**config.mk**
```make
export PLATFORM = sky130hd
export DESIGN_NAME = pulse_freq_mod
export DESIGN_NICKNAME = d
export VERILOG_FILES = /design/src/rtl/pfm_pkg.sv /design/src/rtl/pfm_tick_mux.sv /design/src/rtl/pfm_reload_reg.sv /design/src/rtl/pfm_down_cnt.sv /design/src/rtl/pfm_fsm.sv /design/src/rtl/pulse_freq_mod.sv
export SDC_FILE = /design/constraint.sdc
export NUM_CORES = 1
export LEC_CHECK = 0
export CAP_MARGIN = 20
export CORE_ASPECT_RATIO = 1.1
export CORE_MARGIN = 2
export CORE_UTILIZATION = 56
export DETAILED_ROUTE_END_ITERATION = 7
export GPL_TIMING_DRIVEN = 0
export PLACE_DENSITY = 0.8
export SLEW_MARGIN = 25
export SYNTH_ARGS = -nofsm -noshare
export SYNTH_HDL_FRONTEND = slang
export SYNTH_HIERARCHICAL = 1
export SYNTH_SLANG_ARGS = --single-unit
```
**constraint.sdc**
```tcl
create_clock -name clk_i -period 2.4 [get_ports clk_i]
set_input_delay 0.48 -clock clk_i [delete_from_list [all_inputs] [get_ports clk_i]]
set_output_delay 0.48 -clock clk_i [all_outputs]
set_load 0.005 [all_outputs]
```
**src/rtl/pfm_pkg.sv**
```systemverilog
package pfm_pkg;

    typedef enum logic [1:0] {
        PFM_STANDBY    = 2'd0,
        PFM_PULSE_LOW  = 2'd1,
        PFM_PULSE_HIGH = 2'd2
    } pfm_state_e;

endpackage

```
**src/rtl/pfm_tick_mux.sv**
```systemverilog
module pfm_tick_mux #(
    parameter int N_SRC = 2,
    parameter int SEL_W = 1
) (
    input  logic [N_SRC-1:0] src_i,
    input  logic [SEL_W-1:0] sel_i,
    output logic             tick_o
);

    generate
        if (N_SRC == 1) begin : g_single
            logic unused_sel;
            assign unused_sel = ^sel_i;
            assign tick_o     = src_i[0];
        end else begin : g_multi
            always_comb begin
                tick_o = 1'b0;
                for (int i = 0; i < N_SRC; i++) begin
                    if (int'(sel_i) == i) begin
                        tick_o = src_i[i];
                    end
                end
            end
        end
    endgenerate

endmodule

```
**src/rtl/pfm_reload_reg.sv**
```systemverilog
module pfm_reload_reg #(
    parameter int W = 8
) (
    input  logic         clk_i,
    input  logic         rst_ni,
    input  logic         wr_i,
    input  logic [W-1:0] val_i,
    output logic [W-1:0] q_o
);

    always_ff @(posedge clk_i or negedge rst_ni) begin
        if (!rst_ni) begin
            q_o <= '0;
        end else if (wr_i) begin
            q_o <= val_i;
        end
    end

endmodule

```
**src/rtl/pfm_down_cnt.sv**
```systemverilog
module pfm_down_cnt #(
    parameter int W = 8
) (
    input  logic         clk_i,
    input  logic         rst_ni,
    input  logic         load_i,
    input  logic         dec_i,
    input  logic [W-1:0] load_val_i,
    output logic [W-1:0] cnt_o
);

    // A load has priority over a step; the count parks at zero.
    always_ff @(posedge clk_i or negedge rst_ni) begin
        if (!rst_ni) begin
            cnt_o <= '0;
        end else if (load_i) begin
            cnt_o <= load_val_i;
        end else if (dec_i && (cnt_o != '0)) begin
            cnt_o <= cnt_o - W'(1);
        end
    end

endmodule

```
**src/rtl/pfm_fsm.sv**
```systemverilog
module pfm_fsm
    import pfm_pkg::*;
(
    input  logic       clk_i,
    input  logic       rst_ni,
    input  logic       enable_i,
    input  logic       tick_i,
    input  logic       per_zero_i,
    input  logic       wid_zero_i,
    output pfm_state_e state_o,
    output logic       run_o,
    output logic       flag_o
);

    pfm_state_e state_q;
    pfm_state_e state_d;

    // State register
    always_ff @(posedge clk_i or negedge rst_ni) begin
        if (!rst_ni) begin
            state_q <= PFM_STANDBY;
        end else begin
            state_q <= state_d;
        end
    end

    // Transitions: wake, width_done, period_end, sleep
    always_comb begin
        state_d = state_q;
        unique case (state_q)
            PFM_STANDBY: begin
                if (enable_i) begin
                    state_d = PFM_PULSE_LOW;
                end
            end
            PFM_PULSE_LOW: begin
                if (!enable_i) begin
                    state_d = PFM_STANDBY;
                end else if (tick_i && !per_zero_i && wid_zero_i) begin
                    state_d = PFM_PULSE_HIGH;
                end
            end
            PFM_PULSE_HIGH: begin
                if (!enable_i) begin
                    state_d = PFM_STANDBY;
                end else if (tick_i && per_zero_i) begin
                    state_d = PFM_PULSE_LOW;
                end
            end
            default: state_d = PFM_STANDBY;
        endcase
    end

    // Outputs
    always_comb begin
        run_o  = 1'b0;
        flag_o = 1'b0;
        unique case (state_q)
            PFM_STANDBY: begin
                run_o  = 1'b0;
                flag_o = 1'b0;
            end
            PFM_PULSE_LOW: begin
                run_o  = enable_i;
                flag_o = 1'b0;
            end
            PFM_PULSE_HIGH: begin
                run_o  = enable_i;
                flag_o = 1'b1;
            end
            default: begin
                run_o  = 1'b0;
                flag_o = 1'b0;
            end
        endcase
    end

    assign state_o = state_q;

endmodule

```
**src/rtl/pulse_freq_mod.sv**
```systemverilog
module pulse_freq_mod
    import pfm_pkg::*;
#(
    parameter int PER_W = 16,
    parameter int WID_W = 8,
    parameter int N_SRC = 2,
    localparam int SEL_W = (N_SRC > 1) ? $clog2(N_SRC) : 1
) (
    input  logic             clk_i,
    input  logic             rst_ni,
    input  logic             enable_i,
    input  logic [SEL_W-1:0] clk_sel_i,
    input  logic [N_SRC-1:0] tick_src_i,
    input  logic             period_wr_i,
    input  logic [PER_W-1:0] period_val_i,
    input  logic             width_wr_i,
    input  logic [WID_W-1:0] width_val_i,
    input  logic             invert_i,
    output logic             pfm_o
);

    logic             tick_sel;
    logic             run_en;
    logic             pulse_flag;
    logic             per_zero;
    logic             wid_zero;
    logic             cnt_load;
    logic             cnt_dec;
    logic [PER_W-1:0] per_rl;
    logic [WID_W-1:0] wid_rl;
    logic [PER_W-1:0] per_cnt;
    logic [WID_W-1:0] wid_cnt;
    pfm_state_e       state;

    pfm_tick_mux #(.N_SRC(N_SRC), .SEL_W(SEL_W)) u_tick (
        .src_i  (tick_src_i),
        .sel_i  (clk_sel_i),
        .tick_o (tick_sel)
    );

    pfm_reload_reg #(.W(PER_W)) u_per_rl (
        .clk_i  (clk_i),
        .rst_ni (rst_ni),
        .wr_i   (period_wr_i),
        .val_i  (period_val_i),
        .q_o    (per_rl)
    );

    pfm_reload_reg #(.W(WID_W)) u_wid_rl (
        .clk_i  (clk_i),
        .rst_ni (rst_ni),
        .wr_i   (width_wr_i),
        .val_i  (width_val_i),
        .q_o    (wid_rl)
    );

    assign per_zero = (per_cnt == '0);
    assign wid_zero = (wid_cnt == '0);

    // Outside a run the counters track the reload registers; inside a
    // run they reload together when the period count is spent.
    assign cnt_load = !run_en || (tick_sel && per_zero);
    assign cnt_dec  = run_en && tick_sel && !per_zero;

    pfm_down_cnt #(.W(PER_W)) u_per_cnt (
        .clk_i      (clk_i),
        .rst_ni     (rst_ni),
        .load_i     (cnt_load),
        .dec_i      (cnt_dec),
        .load_val_i (per_rl),
        .cnt_o      (per_cnt)
    );

    pfm_down_cnt #(.W(WID_W)) u_wid_cnt (
        .clk_i      (clk_i),
        .rst_ni     (rst_ni),
        .load_i     (cnt_load),
        .dec_i      (cnt_dec),
        .load_val_i (wid_rl),
        .cnt_o      (wid_cnt)
    );

    pfm_fsm u_fsm (
        .clk_i      (clk_i),
        .rst_ni     (rst_ni),
        .enable_i   (enable_i),
        .tick_i     (tick_sel),
        .per_zero_i (per_zero),
        .wid_zero_i (wid_zero),
        .state_o    (state),
        .run_o      (run_en),
        .flag_o     (pulse_flag)
    );

    assign pfm_o = pulse_flag ^ invert_i;

    logic unused_state;
    assign unused_state = ^state;

endmodule

```
---- Word level (Yosys, flattened, before mapping) ----
Index checks and enable logic that the tools add are counted.
word-level totals
  flip-flop bits (word level) ............. 50
  bits of input ports ..................... 33
  output and inout port bits .............. 1
  logic and storage cells ................. 45
operators by class
  add/subtract/negate cells ............... 2
  equality and inequality tests ........... 5
  muxes and demuxes ....................... 13
  bitwise logic cells ..................... 1
  reduce and logical (&&, ||, !) cells .... 19
operators with widths
  kind                   count
  $mux 16                2
  $logic_not 16->1       1
  $mux 8                 2
  $reduce_bool 16->1     1
  $sub 16x1->16 const B  1
  $mux 2                 5
  $logic_not 8->1        1
  $reduce_bool 8->1      1
  $sub 8x1->8 const B    1
  $logic_and 1x1->1      7
  $pmux 2 s3             1
  $reduce_bool 2->1      2
  $mux 1                 3
  $ne 3x2->1 const B     1
  $ne 3x3->1 const B     1
  $reduce_and 3->1       1
  $eq 2x1->1 const B     1
  $eq 2x2->1 const B     1
  $logic_not 1->1        2
  $logic_not 2->1        1
  $ne 2x2->1 const B     1
  $reduce_or 2->1        1
  $logic_or 1x1->1       1
  $xor 1x1->1            1

---- Longest topological paths before layout ----
  depth in word-level cells ............... 8
  mapped depth ............................ 9
  depth with buffers taken out ............ 8

---- Cells and area by module ----
Netlist, hierarchy kept.
by module, submodules not included
  module                     instances  cells each  area each (um^2)  seq. area each (um^2)
  pfm_down_cnt (u_per_cnt)   1          119         1034.7            400.4
  pfm_reload_reg (u_per_rl)  1          34          649.4             400.4
  pfm_down_cnt (u_wid_cnt)   1          60          540.5             200.2
  pfm_reload_reg (u_wid_rl)  1          17          331.6             200.2
  pfm_fsm                    1          20          192.7             50.0
  pulse_freq_mod             1          13          77.6              0.0
  pfm_tick_mux               1          1           15.0              0.0

---- Least setup slack after synthesis ----
OpenSTA, ideal clock, no wires.
  path type ............................... register to register
  from .................................... register u_fsm.state_q[0], in the netlist u_fsm/state_o[0]
  to ...................................... register u_per_cnt.cnt_o[8]
  library setup time ...................... 82 ps
  arrival ................................. 2082 ps
  required time ........................... 2318 ps
  setup slack ............................. 236 ps
  stages on the path, launching flop included .. 9
  path buffers ............................ 0
  period minus slack after synthesis ...... 2164 ps
  cells stage by stage .................... dfrtp_1 -> inv_1 -> ha_1 -> and2_1 -> and3_1 -> nor4b_2 -> nand2_1 -> or4_1 -> a31oi_1
between the ends
  word-level cells in the longest chain between the ends .. 7
  elaborated cells between the ends (all ways) .. 11
  classes of those cells .................. eq/ne (2); mux (2); reduce/logical (7)
RTL lines
  what                                      RTL line              source
  start: declaration                        pfm_fsm.sv:15         pfm_state_e state_q;
  start signal: assignment                  pfm_fsm.sv:23         state_q <= state_d;
  $eq 2x1->1 or $eq 2x2->1 (tied branches)  pfm_fsm.sv:58         unique case (state_q)
  $reduce_or 2->1 (no source line) *        n/a
  $mux 1 *                                  pfm_fsm.sv:58
  named net run_en                          pulse_freq_mod.sv:23  logic run_en;
  $logic_and 1x1->1 * (2 in a row)          pulse_freq_mod.sv:63  assign cnt_dec = run_en && tick_sel && !per_zero;
  named net cnt_dec                         pulse_freq_mod.sv:28  logic cnt_dec;
  $logic_and 1x1->1 *                       pfm_down_cnt.sv:18    end else if (dec_i && (cnt_o != '0)) begin
  $reduce_bool 2->1 (no source line) *      n/a
  end signal: assignment                    pfm_down_cnt.sv:17    cnt_o <= load_val_i;
  end signal: assignment                    pfm_down_cnt.sv:19    cnt_o <= cnt_o - W'(1);
  end: declaration                          pfm_down_cnt.sv:9     output logic [W-1:0] cnt_o
The timed path passes the listed nets; every way through them passes the cells marked *.
A chain may end at the register's enable or synchronous reset.

---- Worst setup path after layout ----
  from .................................... register u_fsm.state_q[0], in the netlist u_fsm/state_o[0]
  to ...................................... register u_per_cnt.cnt_o[12]
The elaborated chain is that of the path after synthesis.

==> results.sh <==
export IMPL_core_area_sq_um=4932
export IMPL_drtIter0Drc=191
export IMPL_antenna_cells_inserted=0
export IMPL_power_density_nw_per_um2=937.4
export IMPL_fin_nets=356
export IMPL_seq_area_frac_synth=0.4403
export IMPL_finalPower_mw=3.269
export IMPL_cts_root_buffer="sky130_fd_sc_hd__clkbuf_8"
export IMPL_worst_max_slew_pin_slew_ns=0.7278
export IMPL_post_synth_instance_area_sq_um=2841
export IMPL_hold_violations=0
export IMPL_synth_top_area_share=0.4403
export IMPL_worst_r2r_cell_count=8
export IMPL_syn_instance_count=264
export IMPL_fin_crit_sh=0.9835
export IMPL_timing_critical_path_depth=8
export IMPL_worstSetupEndpointType="flip-flop"
export IMPL_clock_fmax_mhz=423.7
export IMPL_dp_hpwl_um=4368
export IMPL_yosysWarnings=6
export IMPL_clk_transition_reported_paths_ns=0.10
export IMPL_holdBufCountCts=0
export IMPL_die_x_um=71.92
export IMPL_num_rows=27
export IMPL_postSynth_asyncResetShare=1.000
export IMPL_dieHeight_um=78.71
export IMPL_synthDistinctLibCells=53
export IMPL_pwr_share_clk=0.158
export IMPL_buffers_on_ports=31
export IMPL_critPathTopFamily="simple AND/OR/NAND/NOR gates"
export IMPL_finalSetupTns_ns=0
export IMPL_gr_usage_all_layers=0.2413
export IMPL_vias_in_the_first_global_route=2364
export IMPL_fin_cells=375
export IMPL_finalWeightedCongestion=0.8688
export IMPL_critical_path_peak_fanout=8
export IMPL_netSwitchingFraction=0.3979
export IMPL_dr_total_vias=2344
export IMPL_arrival_ns=2.59
export IMPL_switching_power_mw=1.301
export IMPL_cts_max_path_buffers=2
export IMPL_seq_power_share=0.460
export IMPL_count_of_nets_left_with_antenna_violations_after_detail_routing=0
export IMPL_internal_power_mw=1.968
export IMPL_crit_reg2reg_launch="u_fsm/state_o[0]"
export IMPL_worstPathCellList="inv_2 -> ha_4 -> and2_4 -> and3_4 -> nor4b_4 -> nand2_2 -> or4_1 -> a31oi_1"
export IMPL_average_size_of_a_mapped_cell_sq_um=10.76
export IMPL_initial_utilization=0.5761
export IMPL_worst_setup_path_start_kind="flip-flop"
export IMPL_syn_num_nets=304
export IMPL_antenna_found_initial=0
export IMPL_synth_top_cells_by_area="sky130_fd_sc_hd__dfrtp_1 (44%), sky130_fd_sc_hd__mux2_4 (10%), sky130_fd_sc_hd__mux2_2 (3.6%), sky130_fd_sc_hd__ha_1 (3.1%), sky130_fd_sc_hd__a31oi_1 (2.9%)"
export IMPL_timing_setup_critical_path_class="reg2reg"
export IMPL_setup_violations=0
export IMPL_crit_path_end="u_per_cnt/cnt_o[12]"
export IMPL_hold_path_class="in2async"
export IMPL_drc=0
export IMPL_clock_sinks=50
export IMPL_crit_required_ns=2.63
export IMPL_worstSetupStartpoint="u_fsm/state_o[0]"
export IMPL_detail_route_wl_per_cell_um=17.37
export IMPL_finalWirelength_um=6514
export IMPL_reg2reg_slack_ns=0.04
export IMPL_maxCapViolations=0
export IMPL_clkLatencyLatePin_ns=0.32
export IMPL_postSynth_topFlopCell="sky130_fd_sc_hd__dfrtp_1"
export IMPL_design_portCount=34
export IMPL_combinationalPowerShare=0.382
export IMPL_grt_max_degree=51
export IMPL_cpMaxStageDelayCell="sky130_fd_sc_hd__or4_1"
export IMPL_relSlewSlack=0.5103
export IMPL_count_of_buffering_cells_on_the_critical_path_with_inverters_included=1
export IMPL_tritoncts="yes"
export IMPL_final_cell_mix="sky130_fd_sc_hd__dfrtp_1 (39), sky130_fd_sc_hd__clkdlybuf4s50_1 (30), sky130_fd_sc_hd__nor2_1 (21)"
export IMPL_drive_above_1_share=0.2776
export IMPL_min_period_ns=2.360
export IMPL_detailedRoute_firstPassIterationCount=4
export IMPL_number_of_cts_inserted_buffers=5
export IMPL_delay_of_the_slowest_cell_on_the_worst_path_ns=0.49
export IMPL_most_common_cell_after_layout_fill_and_taps_aside="sky130_fd_sc_hd__dfrtp_1"
export IMPL_fin_worst_skew_ns=0.01223
export IMPL_dp_cells=353
export IMPL_synth_enable_flop_cells=0
export IMPL_fp_dieArea_sq_um=5660
export IMPL_htree_levels=2
export IMPL_rsz0062_at_grt="yes"
export IMPL_ys_seq_elements=50
export IMPL_grt_overflow=0
export IMPL_timing_final_max_slew_violations=0
export IMPL_worstReg2RegEnd="u_per_cnt/cnt_o[12]"
export IMPL_netlist_top_cell_by_area="sky130_fd_sc_hd__dfrtp_1"
export IMPL_power_leakage_nw=1.438
export IMPL_run_status="finished clean"
export IMPL_via_per_inst=6.251
export IMPL_grt_first_pass_wirelength_um=10700
export IMPL_maximum_resistive_drop_on_vdd_uv=437.5
export IMPL_area_growth_pct=22.72
## area by class of cell
cell class | instances | area [sq um]
timing repair buffer | 44 | 405.4
buffer | 11 | 75.07
clock buffer | 7 | 86.33
tap | 58 | 72.57
multi-input combinational | 192 | 1533
sequential | 50 | 1265
fill | 370 | 1445
clock inverter | 1 | 5.005
inverter | 12 | 45.04
## worst register-to-register path, cell delays in order (launching register included)
cell and delay (ns):
sky130_fd_sc_hd__dfrtp_1 0.44, sky130_fd_sc_hd__inv_2 0.08, sky130_fd_sc_hd__ha_4 0.25, sky130_fd_sc_hd__and2_4 0.13, sky130_fd_sc_hd__and3_4 0.22, sky130_fd_sc_hd__nor4b_4 0.35, sky130_fd_sc_hd__nand2_2 0.16, sky130_fd_sc_hd__or4_1 0.49
sky130_fd_sc_hd__a31oi_1 0.17
## metrics by stage
stage | util | setup WS [ns] | hold WS [ns] | instance area [sq um]
floorplan | - | 0.2358 | 0.1844 | 2841
global placement | 0.6537 | -0.6262 | 0.4727 | 3224
detailed placement | 0.6532 | -0.4782 | 0.4743 | 3222
CTS | 0.6753 | 0.03870 | 0.2094 | 3331
global route | 0.7070 | -0.05712 | 0.2312 | 3487
finish | 0.7070 | 0.03964 | 0.1810 | 3487
## how the worst min path moves through the flow
stage / slack [ns] / from / endpoint / depth (start not counted)
6_report: 0.18 / rst_ni / u_wid_cnt/cnt_o[1] / 1
5_1_grt: 0.23 / rst_ni / u_wid_cnt/cnt_o[1] / 1
4_1_cts: 0.21 / rst_ni / u_wid_cnt/cnt_o[1] / 1
3_5_place_dp: 0.47 / u_per_rl/q_o[3] / u_per_cnt/cnt_o[3] / 2
3_3_place_gp: 0.47 / u_per_rl/q_o[3] / u_per_cnt/cnt_o[3] / 2
2_1_floorplan: 0.18 / rst_ni / u_fsm/state_o[0] / 0
## logic make-up after synthesis
group	after synthesis	share of synthesized area
AO/OA/AOI/OAI	50	0.1264
XOR/XNOR	1	0.003083
adder cells (fa/ha/maj)	7	0.03082
buffers and inverters	23	0.04183
flip-flops	50	0.4403
multiplexers	29	0.1396
AND/OR/NAND/NOR	104	0.2180
## synthesized netlist by cell type (5+ instances only)
| master | count |
|---|---|
| sky130_fd_sc_hd__mux2_2 | 9 |
| sky130_fd_sc_hd__o31ai_1 | 5 |
| sky130_fd_sc_hd__mux2_4 | 19 |
| sky130_fd_sc_hd__or4_1 | 8 |
| sky130_fd_sc_hd__clkbuf_1 | 7 |
| sky130_fd_sc_hd__ha_1 | 7 |
| sky130_fd_sc_hd__nor4_1 | 6 |
| sky130_fd_sc_hd__dfrtp_1 | 50 |
| sky130_fd_sc_hd__nor2_1 | 21 |
| sky130_fd_sc_hd__nand2_1 | 21 |
| sky130_fd_sc_hd__a31oi_1 | 13 |
| sky130_fd_sc_hd__nand3_1 | 6 |
| sky130_fd_sc_hd__inv_1 | 12 |
| sky130_fd_sc_hd__o211ai_1 | 5 |
| sky130_fd_sc_hd__o21ai_0 | 8 |
## state kept, by name (all words and copies together), names as in the netlist
signal           count
u_wid_cnt/cnt_o      8
u_per_rl/q_o        16
u_wid_rl/q_o         8
u_fsm/state_o        2
u_per_cnt/cnt_o     16
## power groups by stage
stage | clock network (mW) | logic, mW | registers [mW]
2_1_floorplan | 0 | 0.784 | 1.38
3_3_place_gp | 0 | 0.988 | 1.48
4_1_cts | 0.525 | 1.05 | 1.49
3_5_place_dp | 0 | 1.04 | 1.49
5_1_grt | 0.557 | 1.38 | 1.55
6_report | 0.518 | 1.25 | 1.50
## timing repair
item	CTS	global route
setup buffers	0	13
gates resized for setup	6	19
hold endpoints to repair	0	0
pin swaps	0	6
setup endpoints to repair	22	12
gates cloned	0	1
## per-layer routing
metal | vias up | track usage | share of wire
met5 | - | 0 | 0
met4 | 0 | 0.1019 | 0.020
met3 | 12 | 0.05584 | 0.055
met2 | 87 | 0.4074 | 0.52
met1 | 1145 | 0.2955 | 0.41
li1 | 1100 | - | -
No activity file was read; power rests on OpenSTA's default activity.
